**config.mk**
```make
export PLATFORM = sky130hd
export DESIGN_NAME = hb_cmd_top
export DESIGN_NICKNAME = d
export VERILOG_FILES = /design/src/rtl/hb_cmd_pkg.sv /design/src/rtl/hb_sync.sv /design/src/rtl/hb_fault_latch.sv /design/src/rtl/hb_leg_drv.sv /design/src/rtl/hb_cmd_top.sv
export SDC_FILE = /design/constraint.sdc
export NUM_CORES = 1
export LEC_CHECK = 0
export ABC_AREA = 1
export BUFFER_PORTS_ARGS = -buffer_cell sky130_fd_sc_hd__buf_4
export CAP_MARGIN = 20
export CORE_MARGIN = 2
export CORE_UTILIZATION = 50
export CTS_CLUSTER_SIZE = 40
export DETAILED_ROUTE_END_ITERATION = 6
export MAX_ROUTING_LAYER = met4
export PLACE_DENSITY = 0.75
export SLEW_MARGIN = 20
export SYNTH_ARGS = -nofsm -noshare
export SYNTH_HDL_FRONTEND = slang
export SYNTH_SLANG_ARGS = --single-unit
```
**constraint.sdc**
```tcl
create_clock -name clk -period 1.4 [get_ports clk]
set_input_delay 0.07 -clock clk [delete_from_list [all_inputs] [get_ports clk]]
set_output_delay 0.07 -clock clk [all_outputs]
set_load 0.005 [all_outputs]
```
**src/rtl/hb_cmd_pkg.sv**
```systemverilog
package hb_cmd_pkg;

  // per-leg drive command
  typedef struct packed {
    logic hs;
    logic ls;
    logic hiz;
  } leg_drv_t;

  localparam leg_drv_t LEG_OFF = '{hs: 1'b0, ls: 1'b0, hiz: 1'b1};

  // positions inside the synchronized command vector
  localparam int unsigned IDX_FLT = 0;
  localparam int unsigned IDX_UV  = 1;
  localparam int unsigned IDX_EN  = 2;
  localparam int unsigned IDX_DIS = 3;
  localparam int unsigned IDX_POL = 4;

  function automatic leg_drv_t leg_decode(input logic off, input logic pol);
    leg_drv_t r;
    if (off) begin
      r = LEG_OFF;
    end else begin
      r.hs  = pol;
      r.ls  = ~pol;
      r.hiz = 1'b0;
    end
    return r;
  endfunction

endpackage

```
**src/rtl/hb_sync.sv**
```systemverilog
module hb_sync #(
  parameter int unsigned      W       = 1,
  parameter int unsigned      STAGES  = 2,
  parameter logic [W-1:0]     RST_VAL = '0
) (
  input  logic         clk,
  input  logic         rst,
  input  logic [W-1:0] d_i,
  output logic [W-1:0] q_o
);

  localparam int unsigned LAST = STAGES - 1;

  logic [STAGES-1:0][W-1:0] stg;

  always_ff @(posedge clk) begin
    if (rst) begin
      stg <= {STAGES{RST_VAL}};
    end else begin
      stg <= {stg[STAGES-2:0], d_i};
    end
  end

  assign q_o = stg[LAST];

  initial begin
    if (STAGES < 2) $display("hb_sync: STAGES must be at least 2");
  end

endmodule

```
**src/rtl/hb_fault_latch.sv**
```systemverilog
module hb_fault_latch (
  input  logic clk,
  input  logic rst,
  input  logic dis_s,
  input  logic en_s,
  input  logic flt_s,
  output logic lat_nxt_o,
  output logic lat_q_o
);

  logic dis_prev, en_prev, lat_q, clr_evt, lat_nxt;

  // clear on disable falling or enable rising, both on synchronized values
  assign clr_evt = (dis_prev & ~dis_s) | (~en_prev & en_s);
  // a new request wins over a simultaneous clear
  assign lat_nxt = flt_s | (lat_q & ~clr_evt);

  always_ff @(posedge clk) begin
    if (rst) begin
      dis_prev <= 1'b1;
      en_prev  <= 1'b0;
      lat_q    <= 1'b0;
    end else begin
      dis_prev <= dis_s;
      en_prev  <= en_s;
      lat_q    <= lat_nxt;
    end
  end

  assign lat_nxt_o = lat_nxt;
  assign lat_q_o   = lat_q;

  // a request always ends up latched, even against a clear
  p_set_wins_r8: assert property (@(posedge clk) disable iff (rst)
    flt_s |=> lat_q);

  // the latch falls only after a clear event
  p_clear_source_r8: assert property (@(posedge clk) disable iff (rst)
    $fell(lat_q) |-> $past(clr_evt));

endmodule

```
**src/rtl/hb_leg_drv.sv**
```systemverilog
module hb_leg_drv
  import hb_cmd_pkg::*;
(
  input  logic clk,
  input  logic rst,
  input  logic off_i,
  input  logic pol_i,
  output logic hs_o,
  output logic ls_o,
  output logic hiz_o
);

  leg_drv_t drv_nxt, drv_q;

  always_comb drv_nxt = leg_decode(off_i, pol_i);

  always_ff @(posedge clk) begin
    if (rst) drv_q <= LEG_OFF;
    else     drv_q <= drv_nxt;
  end

  assign hs_o  = drv_q.hs;
  assign ls_o  = drv_q.ls;
  assign hiz_o = drv_q.hiz;

  // exactly one drive state per leg, never both switches
  p_one_state_r4: assert property (@(posedge clk) disable iff (rst)
    $countones({hs_o, ls_o, hiz_o}) == 1);

  p_no_shoot_r4: assert property (@(posedge clk) disable iff (rst)
    !(hs_o && ls_o));

endmodule

```
**src/rtl/hb_cmd_top.sv**
```systemverilog
module hb_cmd_top
  import hb_cmd_pkg::*;
#(
  parameter int unsigned LEGS        = 2,
  parameter int unsigned SYNC_STAGES = 2
) (
  input  logic            clk,
  input  logic            rst,
  input  logic [LEGS-1:0] pol_i,
  input  logic            dis_i,
  input  logic            en_i,
  input  logic            uv_i,
  input  logic            flt_i,
  output logic [LEGS-1:0] hs_on_o,
  output logic [LEGS-1:0] ls_on_o,
  output logic [LEGS-1:0] hiz_o,
  output logic            stat_n_o,
  output logic            sleep_o
);

  localparam int unsigned VW = LEGS + IDX_POL;
  // idle values modelling the input pulls
  localparam logic [VW-1:0] SYNC_RST = {{LEGS{1'b1}}, 1'b1, 1'b0, 1'b0, 1'b0};

  logic [VW-1:0]   raw_vec, syn_vec;
  logic [LEGS-1:0] pol_s;
  logic            dis_s, en_s, uv_s, flt_s;
  logic            lat_nxt, lat_q, bridge_off;
  logic            stat_n_q, sleep_q;

  assign raw_vec = {pol_i, dis_i, en_i, uv_i, flt_i};

  hb_sync #(
    .W      (VW),
    .STAGES (SYNC_STAGES),
    .RST_VAL(SYNC_RST)
  ) u_sync (
    .clk (clk),
    .rst (rst),
    .d_i (raw_vec),
    .q_o (syn_vec)
  );

  assign flt_s = syn_vec[IDX_FLT];
  assign uv_s  = syn_vec[IDX_UV];
  assign en_s  = syn_vec[IDX_EN];
  assign dis_s = syn_vec[IDX_DIS];
  assign pol_s = syn_vec[IDX_POL +: LEGS];

  hb_fault_latch u_flt (
    .clk      (clk),
    .rst      (rst),
    .dis_s    (dis_s),
    .en_s     (en_s),
    .flt_s    (flt_s),
    .lat_nxt_o(lat_nxt),
    .lat_q_o  (lat_q)
  );

  // decoded from the next latch value so a clear releases on the same edge
  assign bridge_off = ~en_s | dis_s | uv_s | lat_nxt;

  generate
    for (genvar k = 0; k < LEGS; k++) begin : g_leg
      hb_leg_drv u_leg (
        .clk  (clk),
        .rst  (rst),
        .off_i(bridge_off),
        .pol_i(pol_s[k]),
        .hs_o (hs_on_o[k]),
        .ls_o (ls_on_o[k]),
        .hiz_o(hiz_o[k])
      );
    end
  endgenerate

  always_ff @(posedge clk) begin
    if (rst) begin
      stat_n_q <= 1'b1;
      sleep_q  <= 1'b1;
    end else begin
      stat_n_q <= ~(en_s & (dis_s | uv_s | lat_nxt));
      sleep_q  <= ~en_s;
    end
  end

  assign stat_n_o = stat_n_q;
  assign sleep_o  = sleep_q;

  // sleep keeps legs off and the flag released
  p_sleep_quiet_r6: assert property (@(posedge clk) disable iff (rst)
    sleep_o |-> (&hiz_o && stat_n_o));

  // a held fault keeps the bridge off and the flag set
  p_fault_off_r7: assert property (@(posedge clk) disable iff (rst)
    (lat_q && !sleep_o) |-> (&hiz_o && !stat_n_o));

  // synchronized disable while enabled shows on the flag next edge
  p_dis_flag_r5: assert property (@(posedge clk) disable iff (rst)
    $past(dis_s && en_s) |-> (!stat_n_o && &hiz_o));

  // undervoltage while enabled switches off and sets the flag
  p_uv_off_r9: assert property (@(posedge clk) disable iff (rst)
    $past(uv_s && en_s) |-> (!stat_n_o && &hiz_o));

endmodule

```
==> results.json, run 1 <==
{
  "status": "finished, final reports clean",
  "worst_slack_ps": 448,
  "fin_skew_ps": 4.37,
  "fin_area_sq_um": 882,
  "drt_iter0_drc": 2,
  "cp.arrival_ps": 1190,
  "antenna_cells": 0,
  "p_leak_nw": 0.416,
  "finalHoldViolations": 0,
  "r2r_slack_ps": 450,
  "syn_area_per_cell_sq_um": 9.83,
  "fp.dieH_um": 41.1,
  "r2r_cells": 3,
  "slew_headroom_pct": 82.7,
  "syn_inst": 70,
  "worst_pin_slew_ps": 258,
  "crit_slowest_cell": "dfxtp_1",
  "ctsRootBufferMaster": "clkbuf_4",
  "hold_path_startpoint": "rst",
  "ant_nets": 0,
  "routabilityCongestion": 0.678,
  "grt_pass1_vias": 343,
  "ys_warn_count": 0,
  "initial_core_util_pct": 52.9,
  "required_ps": 1640,
  "grt_setup_unrepaired": "no",
  "worst-path-max-fanout": 5,
  "cts_buffer_depth": 2,
  "layout_commonest_cell": "dfxtp_1",
  "clk_latency_ps": 300,
  "routed_via_density": 4.14,
  "rr_endpoint": "g_leg[0].u_leg.ls_o$_SDFF_PP0_",
  "yosysSeqAreaShare_pct": 64.0,
  "grt_pass1_wl_mm": 1.32,
  "cts_tree": "yes",
  "post-route-min-period_ps": 952,
  "synth_cell_types": 11,
  "placed_area_sq_um": 769,
  "ir_drop_mv": 0.946,
  "worstHoldEndpoint": "u_sync.q_o[0]$_SDFF_PP0_",
  "hpwl_um": 564,
  "synth.ff_latch_count": 22,
  "finalSetupTns_ps": 0,
  "cp-end-kind": "flop",
  "htreeDepth": 1,
  "drc": 0,
  "setup_viol": 0,
  "num_rows": 13,
  "post-route-util_pct": 67.8,
  "timing.rr.start": "u_sync.q_o[3]$_SDFF_PP1_",
  "grt_use_total_pct": 14.0,
  "critical_path_class": "flop to flop",
  "cts_resized": 0,
  "fp.dieArea_sq_um": 1690,
  "powerDensity_nw_per_um2": 1350,
  "critPathLaunchType": "flop",
  "wl_um": 911,
  "antenna_found_initial": 0,
  "min_path_type": "input pin to flop",
  "grt-ovfl-total": 0,
  "dp_slack_ps": 490,
  "fin_crit_sh_pct": 68.0,
  "io_buffers": 15,
  "maxSlewViolCount": 0,
  "path_buf_inv": 0,
  "drive_gt1_share_pct": 28.4,
  "wl_per_cell_um": 8.84,
  "crit_chain": "nor2_1 -> nand4_4 -> nor2_1",
  "syn_area_sq_um": 688,
  "fp.dieW_um": 41.1,
  "path_clk_slew_ps": 120,
  "synthToLayoutAreaGrowth_pct": 28.2,
  "detail_route.first_pass.iterations": 2,
  "grt_max_degree": 16,
  "pin_count": 16,
  "cts.sinks": 22,
  "max_freq_ghz": 1.05,
  "nets": 97,
  "critical-path-top-delay-family": "simple AND/OR/NAND/NOR gates",
  "path_common_cell": "nor2_1",
  "whs_path_depth": 2,
  "cts_made_buffers": 3,
  "mostFrequentLayoutCells": "dfxtp_1, buf_4, inv_1, nor2_1, dlygate4sd3_1",
  "num_vias": 426,
  "max_stage_delay_ps": 350,
  "cap_violations": 0,
  "core_region_area_sq_um": 1300,
  "synth_nets": 78
}
cell families (layout without fill, tap and decap cells):
logic type | Yosys count | after routing | synth area share [%]
buf+inv | 21 | 39 | 14.9
flops | 22 | 22 | 64.0
simple gates | 27 | 27 | 21.1
through the flow:
stage	total power [mW]	hold slack, ps	std cells
2_1_floorplan	0.694	154	70
4_1_cts	1.21	13.7	103
6_report	1.19	24.6	103
5_1_grt	1.23	18.9	103
3_5_place_dp	0.717	252	93
3_3_place_gp	0.715	252	93
routing by layer:
metal	global-route usage, %	vias to the layer above	wire length, um
met2	24.2	12	513
met1	11.7	182	342
met5	-	-	0
li1	-	230	-
met4	14.5	0	12
met3	3.26	2	42
how the worst max path moves through the flow:
stage	startpoint	to	cells after the start
CTS	u_sync.q_o[3]$_SDFF_PP1_	g_leg[0].u_leg.ls_o$_SDFF_PP0_	3
finish	u_sync.q_o[3]$_SDFF_PP1_	g_leg[0].u_leg.ls_o$_SDFF_PP0_	3
detailed placement	u_sync.q_o[3]$_SDFF_PP1_	stat_n_o$_SDFF_PP1_	7
global placement	u_sync.q_o[3]$_SDFF_PP1_	stat_n_o$_SDFF_PP1_	7
floorplan	u_sync.q_o[3]$_SDFF_PP1_	stat_n_o$_SDFF_PP1_	7
global route	u_sync.q_o[3]$_SDFF_PP1_	g_leg[0].u_leg.ls_o$_SDFF_PP0_	3
flip-flops by register name, summed over array words and instances (netlist names):
signal	count
sleep_o	1
u_flt.en_prev	1
u_sync.stg	6
g_leg.u_leg.ls_o	2
g_leg.u_leg.hiz_o	1
g_leg.u_leg.hs_o	2
u_sync.q_o	6
u_flt.lat_q_o	1
u_flt.dis_prev	1
stat_n_o	1
report_power, final:
group | internal (mW) | switching [mW]
Combinational | 0.0376 | 0.0249
Clock | 0.289 | 0.186
Sequential | 0.647 | 0.00630
Yosys cell counts:
cell type  count  area (sq um)
nand4_4        1          21.3
buf_4          6          45.0
or2_1          3          18.8
inv_1         14          52.6
buf_2          1          5.00
nor2_4         1          11.3
or2_2          4          25.0
nor2_1        12          45.0
nand2_1        5          18.8
nand3_1        1          5.00
dfxtp_1       22           440
cell type report:
class	count	area (sq um)
multi-input combinational	27	145
timing repair buffer	21	173
inverter	14	52.6
clock buffer	3	22.5
clock inverter	1	30.0
fill	115	419
sequential	22	440
tap	15	18.8
what timing repair did:
item,in CTS,in global routing
endpoints found under the setup margin,0,0
hold buffers,6,0
setup buffers,0,0
endpoints found under the hold margin,6,0
(Power assumes the default switching activity.)
==> inputs of run 2 (changes only) <==
Settings changed: CORE_UTILIZATION 50 to 48, PLACE_DENSITY 0.75 to 0.72.
Clock period 1.4 ns to 0.9 ns, I/O delays scaled along.
==> run 2 against run 1 <==
Combinational power is 77% higher. Non-clock buffer count rose by 1. Die area is 3.8% higher. Clock power is 6.5% higher. Wire length up 2.4%. Final cell count grew 0.97%. Global-route usage decreased by 2.1 points. Flip-flop and latch count is the same. Total power rose by 37%. Setup slack got worse by 420 ps. Largest cell class unchanged. Utilization rose by 1.1 points. Design area grew 2.8%.
==> results.json, run 2 (same netlist as run 1, synthesis figures left out) <==
{
  "status": "finished, final reports clean",
  "fin_skew_ps": 4.40,
  "antenna_found_initial": 0,
  "cp.arrival_ps": 1100,
  "cp-end-kind": "flop",
  "p_sw_share_pct": 19.6,
  "powerDensity_nw_per_um2": 1800,
  "r2r_slack_ps": 30,
  "drc": 0,
  "antenna_cells": 0,
  "worst_pin_slew_ps": 151,
  "hold_path_startpoint": "rst",
  "cts_buffer_depth": 2,
  "fin_area_sq_um": 907,
  "critPathLaunchType": "flop",
  "p_int_mw": 1.32,
  "p_leak_nw": 0.414,
  "post-route-min-period_ps": 871,
  "instances_no_fill": 104,
  "power.total_mw": 1.64,
  "routed_via_density": 4.12,
  "mostFrequentLayoutCells": "dfxtp_1, buf_4, inv_1, nor2_1, dlygate4sd3_1",
  "wl_per_cell_um": 8.97,
  "crit_chain": "inv_2 -> nand2_2 -> nand3_4 -> nand4_4 -> nor2_1",
  "required_ps": 1130,
  "fin_crit_sh_pct": 96.8,
  "ctsRootBufferMaster": "clkbuf_4",
  "hpwl_um": 575,
  "startpoint": "u_sync.q_o[3]$_SDFF_PP1_",
  "initial_core_util_pct": 52.2,
  "grt_pass1_wl_mm": 1.47,
  "cts_made_buffers": 3,
  "grt-ovfl-total": 0,
  "worst_slack_ps": 28.6,
  "placed_area_sq_um": 769,
  "grt_max_degree": 16,
  "drive_gt1_share_pct": 39.3,
  "maxSlewViolCount": 0,
  "grt_use_total_pct": 11.9,
  "num_rows": 13,
  "finalHoldViolations": 0,
  "cap_violations": 0,
  "place_inst": 93,
  "power.share.combinational_pct": 6.8,
  "synthToLayoutAreaGrowth_pct": 31.8,
  "cts_tree": "yes",
  "grt_pass1_vias": 375,
  "wl_um": 933,
  "path_clk_slew_ps": 110,
  "critical_path.endpoint": "g_leg[1].u_leg.ls_o$_SDFF_PP0_",
  "io_buffers": 15,
  "fp.dieW_um": 41.9,
  "grt_setup_unrepaired": "yes",
  "drt_iter0_drc": 4,
  "p_sw_mw": 0.320,
  "ant_nets": 0,
  "timing.rr.start": "u_sync.q_o[3]$_SDFF_PP1_",
  "num-fill-cells": 115,
  "clkPwrFrac_pct": 31.0,
  "num_vias": 428,
  "r2r_cells": 5,
  "worst-path-max-fanout": 5,
  "pin_count": 16,
  "cts.sinks": 22,
  "layout_commonest_cell": "dfxtp_1",
  "fp.dieH_um": 41.9,
  "critical_path_class": "flop to flop",
  "core_region_area_sq_um": 1320,
  "fp.dieArea_sq_um": 1750,
  "nets": 98,
  "dp_slack_ps": -5.25,
  "htreeDepth": 1,
  "rr_endpoint": "g_leg[1].u_leg.ls_o$_SDFF_PP0_",
  "min_path_type": "input pin to flop",
  "routabilityCongestion": 0.687,
  "finalSetupTns_ps": 0,
  "clk_latency_ps": 290,
  "max_stage_delay_ps": 380,
  "setup_viol": 0,
  "max_freq_ghz": 1.15,
  "post-route-util_pct": 68.9,
  "ir_drop_mv": 1.11,
  "seqPwrFrac_pct": 62.2,
  "slew_headroom_pct": 90.0,
  "crit_slowest_cell": "dfxtp_4",
  "detail_route.first_pass.iterations": 2,
  "whs_ps": 17.8
}
[run 2: changes by cell type in the layout (fill, tap and decap cells not counted), moves of 2 or more]
cell     delta
inv_1       -2
inv_2       +2
nand2_1     -3
nand2_2     +3
nor2_1      -2
[run 2: area by class of cell]
cell class	count	area [sq um]	share of cell area [%]
Multi-Input combinational cell	27	175	19.3
Inverter	14	52.6	5.79
Timing Repair Buffer	22	180	19.9
Tap cell	15	18.8	2.07
Clock buffer	4	36.3	4.00
Sequential cell	22	444	49.0
[run 2: power groups by stage]
stage          combinational (mW)  sequential (mW)  clock [mW]
6_report                    0.111             1.02       0.507
2_1_floorplan              0.0444             1.04           0
5_1_grt                     0.123             1.02       0.591
3_3_place_gp               0.0758             1.04           0
3_5_place_dp               0.0789             1.04           0
4_1_cts                    0.0994             1.02       0.527
[run 2: worst min-delay path by stage]
stage,cells past startpoint,slack (ps),endpoint
after floorplan,1,130,u_flt.en_prev$_SDFF_PP0_
after global placement,2,230,u_sync.stg[4]$_SDFF_PP1_
after detailed placement,2,230,u_sync.stg[4]$_SDFF_PP1_
after CTS,2,10,u_sync.q_o[1]$_SDFF_PP0_
after global routing,2,4,u_sync.q_o[1]$_SDFF_PP0_
final,2,20,u_sync.q_o[1]$_SDFF_PP0_
[run 2: critical path, delay by kind of cell, from the launching register on]
kind | cells | cell delay (ps)
flip-flops | 1 | 380
AND/OR/NAND/NOR | 4 | 380
buffers and inverters | 1 | 60
[run 2: routing by layer]
metal	track usage, %	part of all wire (%)
met1	12.3	37
met2	19.1	56
met3	2.61	6.1
met4	9.68	0.54
met5	-	0
[run 2: what timing repair did]
item                                   in CTS  in global routing
hold buffers                                6                  0
setup endpoints to repair                   1                  7
setup buffers                               0                  1
endpoints found under the hold margin       6                  0
pin swaps                                   0                  4
gates resized for setup                     1                 11
==> inputs of run 3 (changes only) <==
--- a/config.mk
+++ b/config.mk
@@ -8,2 +8,3 @@
 export ABC_AREA = 1
+export ABC_CLOCK_PERIOD_IN_PS = 900
 export BUFFER_PORTS_ARGS = -buffer_cell sky130_fd_sc_hd__buf_4
@@ -12,3 +13,3 @@
 export CORE_UTILIZATION = 48
-export CTS_CLUSTER_SIZE = 40
+export CTS_CLUSTER_SIZE = 30
 export DETAILED_ROUTE_END_ITERATION = 6
==> constraint.sdc (replaced) <==
create_clock -name clk -period 0.9 [get_ports clk]
set_input_delay 0.135 -clock clk [delete_from_list [all_inputs] [get_ports clk]]
set_output_delay 0.135 -clock clk [all_outputs]
set_load 0.005 [all_outputs]
==> run 3 against run 2 <==
Sequential power about the same. Die area unchanged. Design area down 4.0%. Setup slack worse by 9.7 ps. Total power down 0.91%.
==> results.json, run 3 (same netlist as run 1, synthesis figures left out) <==
{
  "status": "finished, final reports clean",
  "grt_pass1_vias": 352,
  "cp.arrival_ps": 750,
  "power.share.combinational_pct": 5.7,
  "wl_per_cell_um": 8.65,
  "cp-end-kind": "output pin",
  "timing.rr.start": "u_sync.q_o[3]$_SDFF_PP1_",
  "antenna_cells": 0,
  "max_stage_delay_ps": 350,
  "ant_nets": 0,
  "io_buffers": 15,
  "hold_path_startpoint": "dis_i",
  "fin_skew_ps": 5.33,
  "required_ps": 760,
  "crit_slowest_cell": "dfxtp_2",
  "worst-path-max-fanout": 2,
  "detail_route.first_pass.iterations": 2,
  "critical-path-top-delay-family": "flip-flops",
  "instances_no_fill": 99,
  "nets": 93,
  "post-route-min-period_ps": 881,
  "min_path_type": "input pin to flop",
  "hpwl_um": 575,
  "crit_chain": "buf_6",
  "layout_commonest_cell": "dfxtp_1",
  "mostFrequentLayoutCells": "dfxtp_1, buf_4, inv_1, nor2_1, or2_2",
  "antenna_found_initial": 0,
  "powerDensity_nw_per_um2": 1860,
  "drive_gt1_share_pct": 44.0,
  "place_inst": 93,
  "p_leak_nw": 0.397,
  "p_sw_share_pct": 19.7,
  "max_freq_ghz": 1.14,
  "grt_use_total_pct": 11.0,
  "core_region_area_sq_um": 1320,
  "finalHoldViolations": 0,
  "p_sw_mw": 0.319,
  "setup_viol": 0,
  "clk_latency_ps": 290,
  "path_clk_slew_ps": 110,
  "fin_crit_sh_pct": 97.9,
  "grt-ovfl-total": 0,
  "htreeDepth": 1,
  "pin_count": 16,
  "cts_buffer_depth": 2,
  "grt_setup_unrepaired": "yes",
  "synthToLayoutAreaGrowth_pct": 26.5,
  "cts_made_buffers": 3,
  "fp.dieArea_sq_um": 1750,
  "p_int_mw": 1.30,
  "num-fill-cells": 115,
  "routabilityCongestion": 0.687,
  "power.total_mw": 1.62,
  "drt_iter0_drc": 4,
  "grt_max_degree": 16,
  "cts.sinks": 22,
  "initial_core_util_pct": 52.2,
  "drc": 0,
  "maxSlewViolCount": 0,
  "routed_via_density": 4.13,
  "r2r_slack_ps": 30,
  "worst_slack_ps": 19.0,
  "ir_drop_mv": 1.11,
  "seqPwrFrac_pct": 62.8,
  "fp.dieH_um": 41.9,
  "path_buf_inv": 1,
  "num_vias": 409,
  "slew_headroom_pct": 90.1,
  "clkPwrFrac_pct": 31.5,
  "grt_pass1_wl_mm": 1.38,
  "cts_tree": "yes",
  "num_rows": 13,
  "fp.dieW_um": 41.9,
  "dp_slack_ps": -5.25,
  "worst_pin_slew_ps": 149,
  "startpoint": "g_leg[0].u_leg.hiz_o$_SDFF_PP1_",
  "wl_um": 856,
  "critical_path_class": "flop to output pin",
  "ctsRootBufferMaster": "clkbuf_4",
  "critPathLaunchType": "flop",
  "cap_violations": 0
}
-- run 3: cell count changes in the layout (fill, tap and decap cells not counted), sizes merged --
cell         before  now
dlygate4sd3       6    1
-- run 3: final cells by class --
| type | instances | area, sq um | share of cell area, % |
|---|---|---|---|
| clock buffer | 4 | 36.3 | 4.17 |
| sequential | 22 | 447 | 51.3 |
| timing repair buffer | 17 | 141 | 16.2 |
| inverter | 14 | 52.6 | 6.03 |
| multi-input combinational | 27 | 175 | 20.1 |
| tap | 15 | 18.8 | 2.16 |
-- run 3: worst paths after layout --
kind / end / cells past startpoint
min reg2reg: u_sync.q_o[0]$_SDFF_PP0_ / 2
max: hiz_o[0] / 1
max reg2reg: g_leg[1].u_leg.ls_o$_SDFF_PP0_ / 5
min: u_sync.stg[3]$_SDFF_PP1_ / 2
-- run 3: per-stage QoR --
stage | hold WS (ps) | utilization (%) | area [sq um] | setup TNS [ps]
2_1_floorplan | 219 | - | 688 | 0
3_3_place_gp | 318 | 58.4 | 769 | 0
3_5_place_dp | 320 | 58.4 | 769 | -5.25
4_1_cts | 5.73 | 61.3 | 808 | -2.90
5_1_grt | 2.70 | 66.1 | 871 | -285
6_report | 18.7 | 66.1 | 871 | 0
-- run 3: routing by layer --
metal | global-route usage, % | share of wire (%) | vias up
li1 | - | - | 222
met1 | 11.7 | 39 | 172
met2 | 16.9 | 54 | 13
met3 | 2.61 | 6.3 | 2
met4 | 9.68 | 0.58 | 0
met5 | - | 0 | -
-- run 3: timing repair --
item / in CTS / in global routing
hold endpoints to repair: 0 / 1
buffers inserted: 0 / 1
gates resized for setup: 2 / 15
setup endpoints to repair: 3 / 14
pin swaps: 0 / 4
hold buffers: 0 / 1
-- run 3: power by group through the flow --
stage,registers [mW],logic (mW),clock network (mW)
global placement,1.04,0.0758,0
CTS,1.02,0.0790,0.527
detailed placement,1.04,0.0789,0
global route,1.02,0.104,0.585
floorplan,1.04,0.0444,0
finish,1.02,0.0928,0.510
